$ cat src/rtl/tdp_pkg.sv
package tdp_pkg;
   typedef enum logic {SENSE_EVEN = 1'b0, SENSE_ODD = 1'b1} sense_e;
   typedef enum logic {DIR_TX = 1'b0, DIR_RX = 1'b1} dir_e;
endpackage

$ cat src/rtl/tdp_char_coder.sv
module tdp_char_coder
   import tdp_pkg::*;
#(
   parameter int DATA_W  = 7,
   parameter bit PAR_MSB = 1'b1,
   localparam int CODE_W = DATA_W + 1
) (
   input  logic [DATA_W-1:0] data_i,
   input  sense_e            sense_i,
   input  logic [CODE_W-1:0] rx_code_i,
   output logic [CODE_W-1:0] code_o,
   output logic              rx_bad_o
);
   logic par_bit;

   // parity bit completes the count of ones to the chosen sense
   assign par_bit = (^data_i) ^ sense_i;

   generate
      if (PAR_MSB) begin : g_par_high
         assign code_o = {par_bit, data_i};
      end else begin : g_par_low
         assign code_o = {data_i, par_bit};
      end
   endgenerate

   // a received word is wrong when its total parity differs from the sense
   assign rx_bad_o = (^rx_code_i) ^ sense_i;
endmodule

$ cat src/rtl/tdp_col_acc.sv
module tdp_col_acc #(
   parameter int W = 8
) (
   input  logic         clk,
   input  logic         rst,
   input  logic         clr_i,
   input  logic         en_i,
   input  logic [W-1:0] din_i,
   output logic [W-1:0] acc_o
);
   logic [W-1:0] acc_q;

   always_ff @(posedge clk) begin
      if (rst || clr_i) begin
         acc_q <= '0;
      end else if (en_i) begin
         acc_q <= acc_q ^ din_i;
      end
   end

   assign acc_o = acc_q;
endmodule

$ cat src/rtl/tdp_tx_stage.sv
module tdp_tx_stage #(
   parameter int W = 8
) (
   input  logic         clk,
   input  logic         rst,
   input  logic         load_i,
   input  logic [W-1:0] code_i,
   input  logic         last_i,
   input  logic [W-1:0] chk_i,
   input  logic         ready_i,
   output logic         take_o,
   output logic         chk_load_o,
   output logic         valid_o,
   output logic [W-1:0] data_o,
   output logic         last_o
);
   logic         vld_q;
   logic         pend_q;
   logic         last_q;
   logic [W-1:0] data_q;
   logic         free;

   assign free       = !vld_q || ready_i;
   assign take_o     = free && !pend_q;
   assign chk_load_o = pend_q && free;

   always_ff @(posedge clk) begin
      if (rst) begin
         vld_q  <= 1'b0;
         pend_q <= 1'b0;
         last_q <= 1'b0;
         data_q <= '0;
      end else if (chk_load_o) begin
         vld_q  <= 1'b1;
         data_q <= chk_i;
         last_q <= 1'b1;
         pend_q <= 1'b0;
      end else if (load_i) begin
         vld_q  <= 1'b1;
         data_q <= code_i;
         last_q <= 1'b0;
         pend_q <= last_i;
      end else if (ready_i) begin
         vld_q  <= 1'b0;
      end
   end

   assign valid_o = vld_q;
   assign data_o  = data_q;
   assign last_o  = last_q;
endmodule

$ cat src/rtl/tdp_rx_verdict.sv
module tdp_rx_verdict (
   input  logic clk,
   input  logic rst,
   input  logic fire_i,
   input  logic last_i,
   input  logic par_bad_i,
   input  logic col_match_i,
   output logic char_err_o,
   output logic good_o,
   output logic bad_o
);
   logic err_seen_q;
   logic err_q;
   logic good_q;
   logic bad_q;

   always_ff @(posedge clk) begin
      if (rst) begin
         err_seen_q <= 1'b0;
         err_q      <= 1'b0;
         good_q     <= 1'b0;
         bad_q      <= 1'b0;
      end else begin
         err_q  <= 1'b0;
         good_q <= 1'b0;
         bad_q  <= 1'b0;
         if (fire_i && !last_i) begin
            err_q      <= par_bad_i;
            err_seen_q <= err_seen_q || par_bad_i;
         end else if (fire_i && last_i) begin
            good_q     <= col_match_i && !err_seen_q;
            bad_q      <= !(col_match_i && !err_seen_q);
            err_seen_q <= 1'b0;
         end
      end
   end

   assign char_err_o = err_q;
   assign good_o     = good_q;
   assign bad_o      = bad_q;
endmodule

$ cat src/rtl/tdp_frame_check.sv
module tdp_frame_check
   import tdp_pkg::*;
#(
   parameter int DATA_W  = 7,
   parameter bit PAR_MSB = 1'b1,
   localparam int CODE_W = DATA_W + 1
) (
   input  logic              clk,
   input  logic              rst,
   input  logic              cfg_rx,
   input  logic              cfg_odd,
   input  logic              in_valid,
   output logic              in_ready,
   input  logic [CODE_W-1:0] in_data,
   input  logic              in_last,
   output logic              out_valid,
   input  logic              out_ready,
   output logic [CODE_W-1:0] out_data,
   output logic              out_last,
   output logic              char_err,
   output logic              frame_good,
   output logic              frame_bad
);
   generate
      if (DATA_W < 1 || DATA_W > 31) begin : g_bad_width
         initial $fatal(1, "tdp_frame_check: DATA_W out of range 1..31");
      end
   endgenerate

   dir_e              dir;
   sense_e            sense;
   logic [CODE_W-1:0] code;
   logic              par_bad;
   logic [CODE_W-1:0] acc;
   logic [CODE_W-1:0] acc_din;
   logic              acc_en;
   logic              acc_clr;
   logic              tx_take;
   logic              chk_load;
   logic              fire;
   logic              tx_load;
   logic              rx_fire;

   assign dir     = dir_e'(cfg_rx);
   assign sense   = sense_e'(cfg_odd);
   assign in_ready = (dir == DIR_RX) ? 1'b1 : tx_take;
   assign fire    = in_valid && in_ready;
   assign tx_load = fire && (dir == DIR_TX);
   assign rx_fire = fire && (dir == DIR_RX);

   assign acc_en  = tx_load || (rx_fire && !in_last);
   assign acc_din = tx_load ? code : in_data;
   assign acc_clr = chk_load || (rx_fire && in_last);

   tdp_char_coder #(
      .DATA_W (DATA_W),
      .PAR_MSB(PAR_MSB)
   ) i_coder (
      .data_i   (in_data[DATA_W-1:0]),
      .sense_i  (sense),
      .rx_code_i(in_data),
      .code_o   (code),
      .rx_bad_o (par_bad)
   );

   tdp_col_acc #(
      .W(CODE_W)
   ) i_acc (
      .clk  (clk),
      .rst  (rst),
      .clr_i(acc_clr),
      .en_i (acc_en),
      .din_i(acc_din),
      .acc_o(acc)
   );

   tdp_tx_stage #(
      .W(CODE_W)
   ) i_tx (
      .clk       (clk),
      .rst       (rst),
      .load_i    (tx_load),
      .code_i    (code),
      .last_i    (in_last),
      .chk_i     (acc),
      .ready_i   (out_ready),
      .take_o    (tx_take),
      .chk_load_o(chk_load),
      .valid_o   (out_valid),
      .data_o    (out_data),
      .last_o    (out_last)
   );

   tdp_rx_verdict i_rx (
      .clk        (clk),
      .rst        (rst),
      .fire_i     (rx_fire),
      .last_i     (in_last),
      .par_bad_i  (par_bad),
      .col_match_i(acc == in_data),
      .char_err_o (char_err),
      .good_o     (frame_good),
      .bad_o      (frame_bad)
   );
endmodule

$ cat config.mk
export PLATFORM = sky130hd
export DESIGN_NAME = tdp_frame_check
export DESIGN_NICKNAME = d
export VERILOG_FILES = /design/src/rtl/tdp_pkg.sv /design/src/rtl/tdp_char_coder.sv /design/src/rtl/tdp_col_acc.sv /design/src/rtl/tdp_tx_stage.sv /design/src/rtl/tdp_rx_verdict.sv /design/src/rtl/tdp_frame_check.sv
export SDC_FILE = /design/constraint.sdc
export NUM_CORES = 1
export LEC_CHECK = 0
export ABC_AREA = 0
export BUFFER_PORTS_ARGS = -buffer_cell sky130_fd_sc_hd__buf_2
export CAP_MARGIN = 20
export CORE_MARGIN = 2
export CORE_UTILIZATION = 45
export CTS_CLUSTER_SIZE = 24
export DETAILED_ROUTE_END_ITERATION = 10
export PLACE_DENSITY_LB_ADDON = 0.08
export SYNTH_ARGS = -nofsm -noshare
export SYNTH_HDL_FRONTEND = slang
export SYNTH_SLANG_ARGS = --single-unit
$ cat constraint.sdc
create_clock -name clk -period 3.15 [get_ports clk]
set_input_delay 0.315 -clock clk [delete_from_list [all_inputs] [get_ports clk]]
set_output_delay 0.315 -clock clk [all_outputs]
set_load 0.02 [all_outputs]
==> After elaboration in Yosys (flattened, before gate mapping) <==
Cells that the tools add are included.
{ "classes": {"eq_ne": 1, "n_lt_le_gt_ge": 0, "n_shift": 0, "n_mux": 11, "n_addsub": 0, "reduce_logical": 26, "multipliers": 0, "n_bitwise": 6, "n_div": 0} }
{ "ops": {"columns": ["cell", "n"], "rows": [
  ["$mux W8", 3],
  ["$eq A8 B8 Y1", 1],
  ["$logic_and A1 B1 Y1", 8],
  ["$mux W1", 8],
  ["$reduce_xor A8 Y1", 1],
  ["$xor A8 B8 Y8", 1],
  ["$reduce_xor A7 Y1", 1],
  ["$logic_not A1 Y1", 5],
  ["$logic_or A1 B1 Y1", 5],
  ["$reduce_bool A2 Y1", 2],
  ["$reduce_or A2 Y1", 2],
  ["$not A1 Y1", 3],
  ["$reduce_bool A3 Y1", 1],
  ["$reduce_or A3 Y1", 1],
  ["$xor A1 B1 Y1", 2]
]} }
{ "word_totals": {"latchBits": 0, "memories": 0, "regBits": 23, "mem_bits_ro": 0, "output_inout_bits": 14, "input_bits": 15, "mem_bits_rw": 0} }

==> Depth between registers and ports, before layout <==
{ "depth": {"word_depth": 9, "ltp_mapped": 7, "depth_no_buf": 5} }

==> Hierarchy <==
From an unflattened synthesis, not the netlist that was laid out.
{ "unflattened": {"hier_cells": 155, "hier_area_um2": 1501.4} }
{ "modules_own_cells": {"columns": ["module", "cells_per_inst", "n_inst", "area_each_um2"], "rows": [
  ["tdp_tx_stage", 60, 1, 544.3],
  ["tdp_col_acc", 36, 1, 385.4],
  ["tdp_frame_check", 26, 1, 234.0],
  ["tdp_char_coder", 22, 1, 203.9],
  ["tdp_rx_verdict", 11, 1, 133.9]
]} }

==> Worst setup path after synthesis <==
No wires, ideal clock.
{ "synth_path": {"kind": "register to register", "start": "register i_tx.vld_q, in the netlist i_tx.valid_o", "end": "register i_tx.data_q[3], in the netlist i_tx.data_o[3]", "arrival_ps": 1403, "path_stages_with_launch": 8, "setup_time_ps": 91, "synth_period_minus_slack_ps": 1494, "slack_ps": 1656, "n_path_buf": 3, "t_required_ps": 3059, "cell_sequence": "dfxtp_1 > nor2b_1 > buf_2 > nand2b_1 > buf_2 > buf_2 > nor2_1 > a311oi_1"} }
{ "synth_between": {"elab_chain_cells": 7, "word_cells_on_any_way": 9, "classes_between": "mux: 2; reduce/logical: 7"} }
{ "synth_rtl": {"columns": ["element", "line_no", "source"], "rows": [
  ["start, declared", "tdp_tx_stage.sv:17", "logic vld_q;"],
  ["start signal, assigned", "tdp_tx_stage.sv:29", "vld_q <= 1'b0;"],
  ["start signal, assigned", "tdp_tx_stage.sv:34", "vld_q <= 1'b1;"],
  ["start signal, assigned", "tdp_tx_stage.sv:39", "vld_q <= 1'b1;"],
  ["$logic_not A1 Y1 (*)", "tdp_tx_stage.sv:23", "assign free = !vld_q || ready_i;"],
  ["$logic_or A1 B1 Y1 (*)", "tdp_tx_stage.sv:23", null],
  ["$logic_and A1 B1 Y1", "tdp_tx_stage.sv:24", "assign take_o = free && !pend_q;"],
  ["$mux W1", "tdp_frame_check.sv:46", "assign in_ready = (dir == DIR_RX) ? 1'b1 : tx_take;"],
  ["$logic_and A1 B1 Y1", "tdp_frame_check.sv:47", "assign fire = in_valid && in_ready;"],
  ["$logic_and A1 B1 Y1", "tdp_frame_check.sv:48", "assign tx_load = fire && (dir == DIR_TX);"],
  ["$reduce_bool A2 Y1 (no source line)", null, null],
  ["end signal, assigned", "tdp_tx_stage.sv:35", "data_q <= chk_i;"],
  ["end signal, assigned", "tdp_tx_stage.sv:40", "data_q <= code_i;"],
  ["end, declared", "tdp_tx_stage.sv:20", "logic [W-1:0] data_q;"]
]} }
Mark *: on every way between the ends. The rest lies on a longest branch, timed or not.
A chain may end at the register's enable or synchronous reset.

==> Worst setup path after layout <==
{ "layout_path": {"start": "register i_tx.vld_q, in the netlist i_tx.valid_o", "end": "output port in_ready"} }
{ "layout_between": {"elab_chain_cells": 4} }
{ "layout_rtl": {"columns": ["element", "line_no", "source"], "rows": [
  ["$logic_not A1 Y1", "tdp_tx_stage.sv:23", null],
  ["$logic_or A1 B1 Y1", "tdp_tx_stage.sv:23", null],
  ["$logic_and A1 B1 Y1", "tdp_tx_stage.sv:24", null],
  ["$mux W1", "tdp_frame_check.sv:46", null],
  ["end, declared", "tdp_frame_check.sv:13", "output logic in_ready,"]
]} }
Every way passes these cells.

==> flow_summary.json <==
{
  "grt_use_total_pct": 18.7,
  "viasPerCell": 5.09,
  "yosysWarningCount": 0,
  "portBuffers": 28,
  "root_buffer": "clkbuf_4",
  "cp_cell_sequence": "nor2b_1 > nor2_1 > or2_2 > buf_2",
  "ys_seq_elements": 23,
  "synth.yosys.seq_area_share_pct": 40.8,
  "finalHoldViolations": 0,
  "finalSetupViolCount": 0,
  "r2r-end": "i_tx.data_o[4]$_SDFFE_PP0P_",
  "p_leak_nw": 0.560,
  "antenna_found_initial": 0,
  "startpoint_type": "register",
  "wl_mm": 2.44,
  "antenna_cells": 0,
  "layout.nets": 178,
  "rsz0062_at_grt": "false",
  "setup_tns_ps": 0,
  "yosysTopAreaCell": "dfxtp_1",
  "numCtsBuffers": 3,
  "num_rows": 18,
  "clk_pin_slew_ps": 130,
  "drc": 0,
  "routabilityCongestion": 0.741,
  "relSlewSlack_pct": 59.0,
  "grt_pass1_wl_mm": 3.91,
  "cts_setup_buffers": 0,
  "ff2ff_setup_slack_ps": 1380,
  "dr.pass1.iters": 4,
  "post-route-period-util_pct": 60.8,
  "clock_path_buffers": 2,
  "netlist_instances": 135,
  "clock_latency_ps": 320,
  "fmax_mhz": 522,
  "place_ws_ps": 1350,
  "synth_area_um2": 1130,
  "critPathRequiredTime_ps": 2830,
  "drv_slew": 0,
  "reg2regPathDepth": 4,
  "vias": 977,
  "endpoint_kind": "output port",
  "synth_top_area_share_pct": 40.8,
  "cts_tree": "built",
  "setup_slack_ps": 1240,
  "drt_iter0_markers": 20,
  "crit_arrival_ps": 1600,
  "syn_area_per_cell_um2": 8.35,
  "timing.final.crit_period_ps": 1910,
  "pin_count": 29,
  "min_to": "i_tx.data_o[5]$_SDFFE_PP0P_",
  "final_cell_mix": "28 x buf_2, 27 x nand2_1, 23 x dfxtp_1, 19 x nor2_1, 12 x xnor2_1",
  "final_common_cell": "buf_2",
  "cp_top_family": "simple AND/OR/NAND/NOR gates",
  "die_w_um": 54.1,
  "critPathMaxStageDelay_ps": 410,
  "wire_per_inst_um": 12.7,
  "grt_max_degree": 18,
  "clock_skew_ps": 7.87,
  "die_height_um": 54.1,
  "start_util_pct": 46.3,
  "min_path_cells": 3,
  "core_area_um2": 2430,
  "status": "finished clean",
  "ys_top_cells_by_area": "dfxtp_1 41%, xnor2_1 9.3%, nand2_1 9.0%",
  "crit_buf_inv": 1,
  "grt_pass1_vias": 898,
  "place_hpwl_mm": 1.79,
  "r2r_start": "i_tx.valid_o$_SDFFE_PP0P_",
  "ant_nets": 0,
  "clock-sinks": 23,
  "worstMarginPinSlew_ps": 612,
  "min_from": "in_data[5]",
  "ir_drop_uv": 424,
  "drive_above_1_share_pct": 22.8,
  "power_density_nw_per_um2": 465,
  "globalRouteOverflowTotal": 0,
  "nFillCells": 243,
  "cp_slowest_cell": "nor2b_1",
  "cap_viol_max_count": 0,
  "cts.repair.resized": 0,
  "crit_type": "register to output port",
  "area_growth_pct": 16.4,
  "syn-num-nets": 150,
  "dieArea_um2": 2920,
  "htree_levels": 1,
  "ys_types": 28,
  "crit_path_max_fanout": 7,
  "min_path_type": "input pin to register",
  "ctsHoldBuffers": 0
}
==> synth_stat cells, drive strengths merged <==
cell,n
nand2,27
dfxtp,23
nor2,19
xnor2,13
xor2,9
a311oi,7
a21oi,4
buf,4
nor3,4
a31oi,2
clkbuf,2
inv,2
mux2i,2
nand2b,2
nand3,2
nand4,2
nor3b,2
a21o,1
a22oi,1
nand4b,1
nor2b,1
nor4,1
o21ai,1
o32ai,1
or2,1
or3,1
==> cell families (layout without fill, tap and decap cells) <==
group / Yosys count / in the layout / share of synthesized area, %
buffers and inverters: 8 / 35 / 3.11
multiplexers: 2 / 2 / 1.78
AND/OR/NAND/NOR: 63 / 63 / 25.0
XOR/XNOR: 22 / 22 / 17.8
flip-flops: 23 / 23 / 40.8
AO/OA/AOI/OAI: 17 / 17 / 11.5
==> how the worst max path moves through the flow <==
stage                         startpoint                     endpoint  slack [ps]  cells after the start
2_1_floorplan  i_tx.valid_o$_SDFFE_PP0P_  i_tx.data_o[3]$_SDFFE_PP0P_        1660                      7
3_5_place_dp                   out_ready  i_tx.data_o[4]$_SDFFE_PP0P_        1350                      5
6_report       i_tx.valid_o$_SDFFE_PP0P_                     in_ready        1240                      4
4_1_cts        i_tx.valid_o$_SDFFE_PP0P_                     in_ready        1230                      4
3_3_place_gp                   out_ready  i_tx.data_o[7]$_SDFFE_PP0P_        1450                      6
5_1_grt        i_tx.valid_o$_SDFFE_PP0P_                     in_ready        1100                      4
==> per-stage QoR <==
stage	util, %	std cells	hold WS (ps)	power, W	cell area [um^2]
final	54.0	192	294	0.000610	1310
after global routing	54.0	192	283	0.000645	1310
after CTS	54.0	192	287	0.000617	1310
after detailed placement	52.8	188	444	0.000478	1280
after global placement	52.8	188	449	0.000475	1280
after floorplan	-	135	387	0.000433	1130
==> sequential cells by signal (all words and copies together), names as in the netlist <==
signal / flops
i_tx.valid_o: 1
i_rx.char_err_o: 1
i_rx.good_o: 1
i_rx.err_seen_q: 1
i_tx.data_o: 8
i_rx.bad_o: 1
i_tx.last_o: 1
i_tx.pend_q: 1
i_acc.acc_o: 8
==> cell type report <==
cell class / instances / area, um^2 / share of cell area, %
inverter: 2 / 7.51 / 0.572
clock buffer: 3 / 22.5 / 1.72
tap: 30 / 37.5 / 2.86
clock inverter: 1 / 5.00 / 0.381
multi-input combinational: 104 / 632 / 48.1
timing repair buffer: 29 / 148 / 11.2
sequential: 23 / 460 / 35.1
==> tightest hold or removal path, stage by stage <==
cell	delay [ps]
buf_2	130
nand2_1	60
a311oi_1	80
==> layer usage <==
| metal | global-route usage [%] | wire (um) |
|---|---|---|
| met1 | 25.7 | 1270 |
| met2 | 29.5 | 1020 |
| met3 | 5.83 | 150 |
| met4 | 2.50 | 0 |
| met5 | 0 | 0 |
==> report_power, final <==
group          internal [W]  switching, W  total, W
Clock             0.0000475     0.0000920  0.000140
Combinational     0.0000616     0.0000802  0.000142
Sequential         0.000312     0.0000175  0.000329
Total              0.000421      0.000190  0.000610
Power figures use the tool's default switching activity.
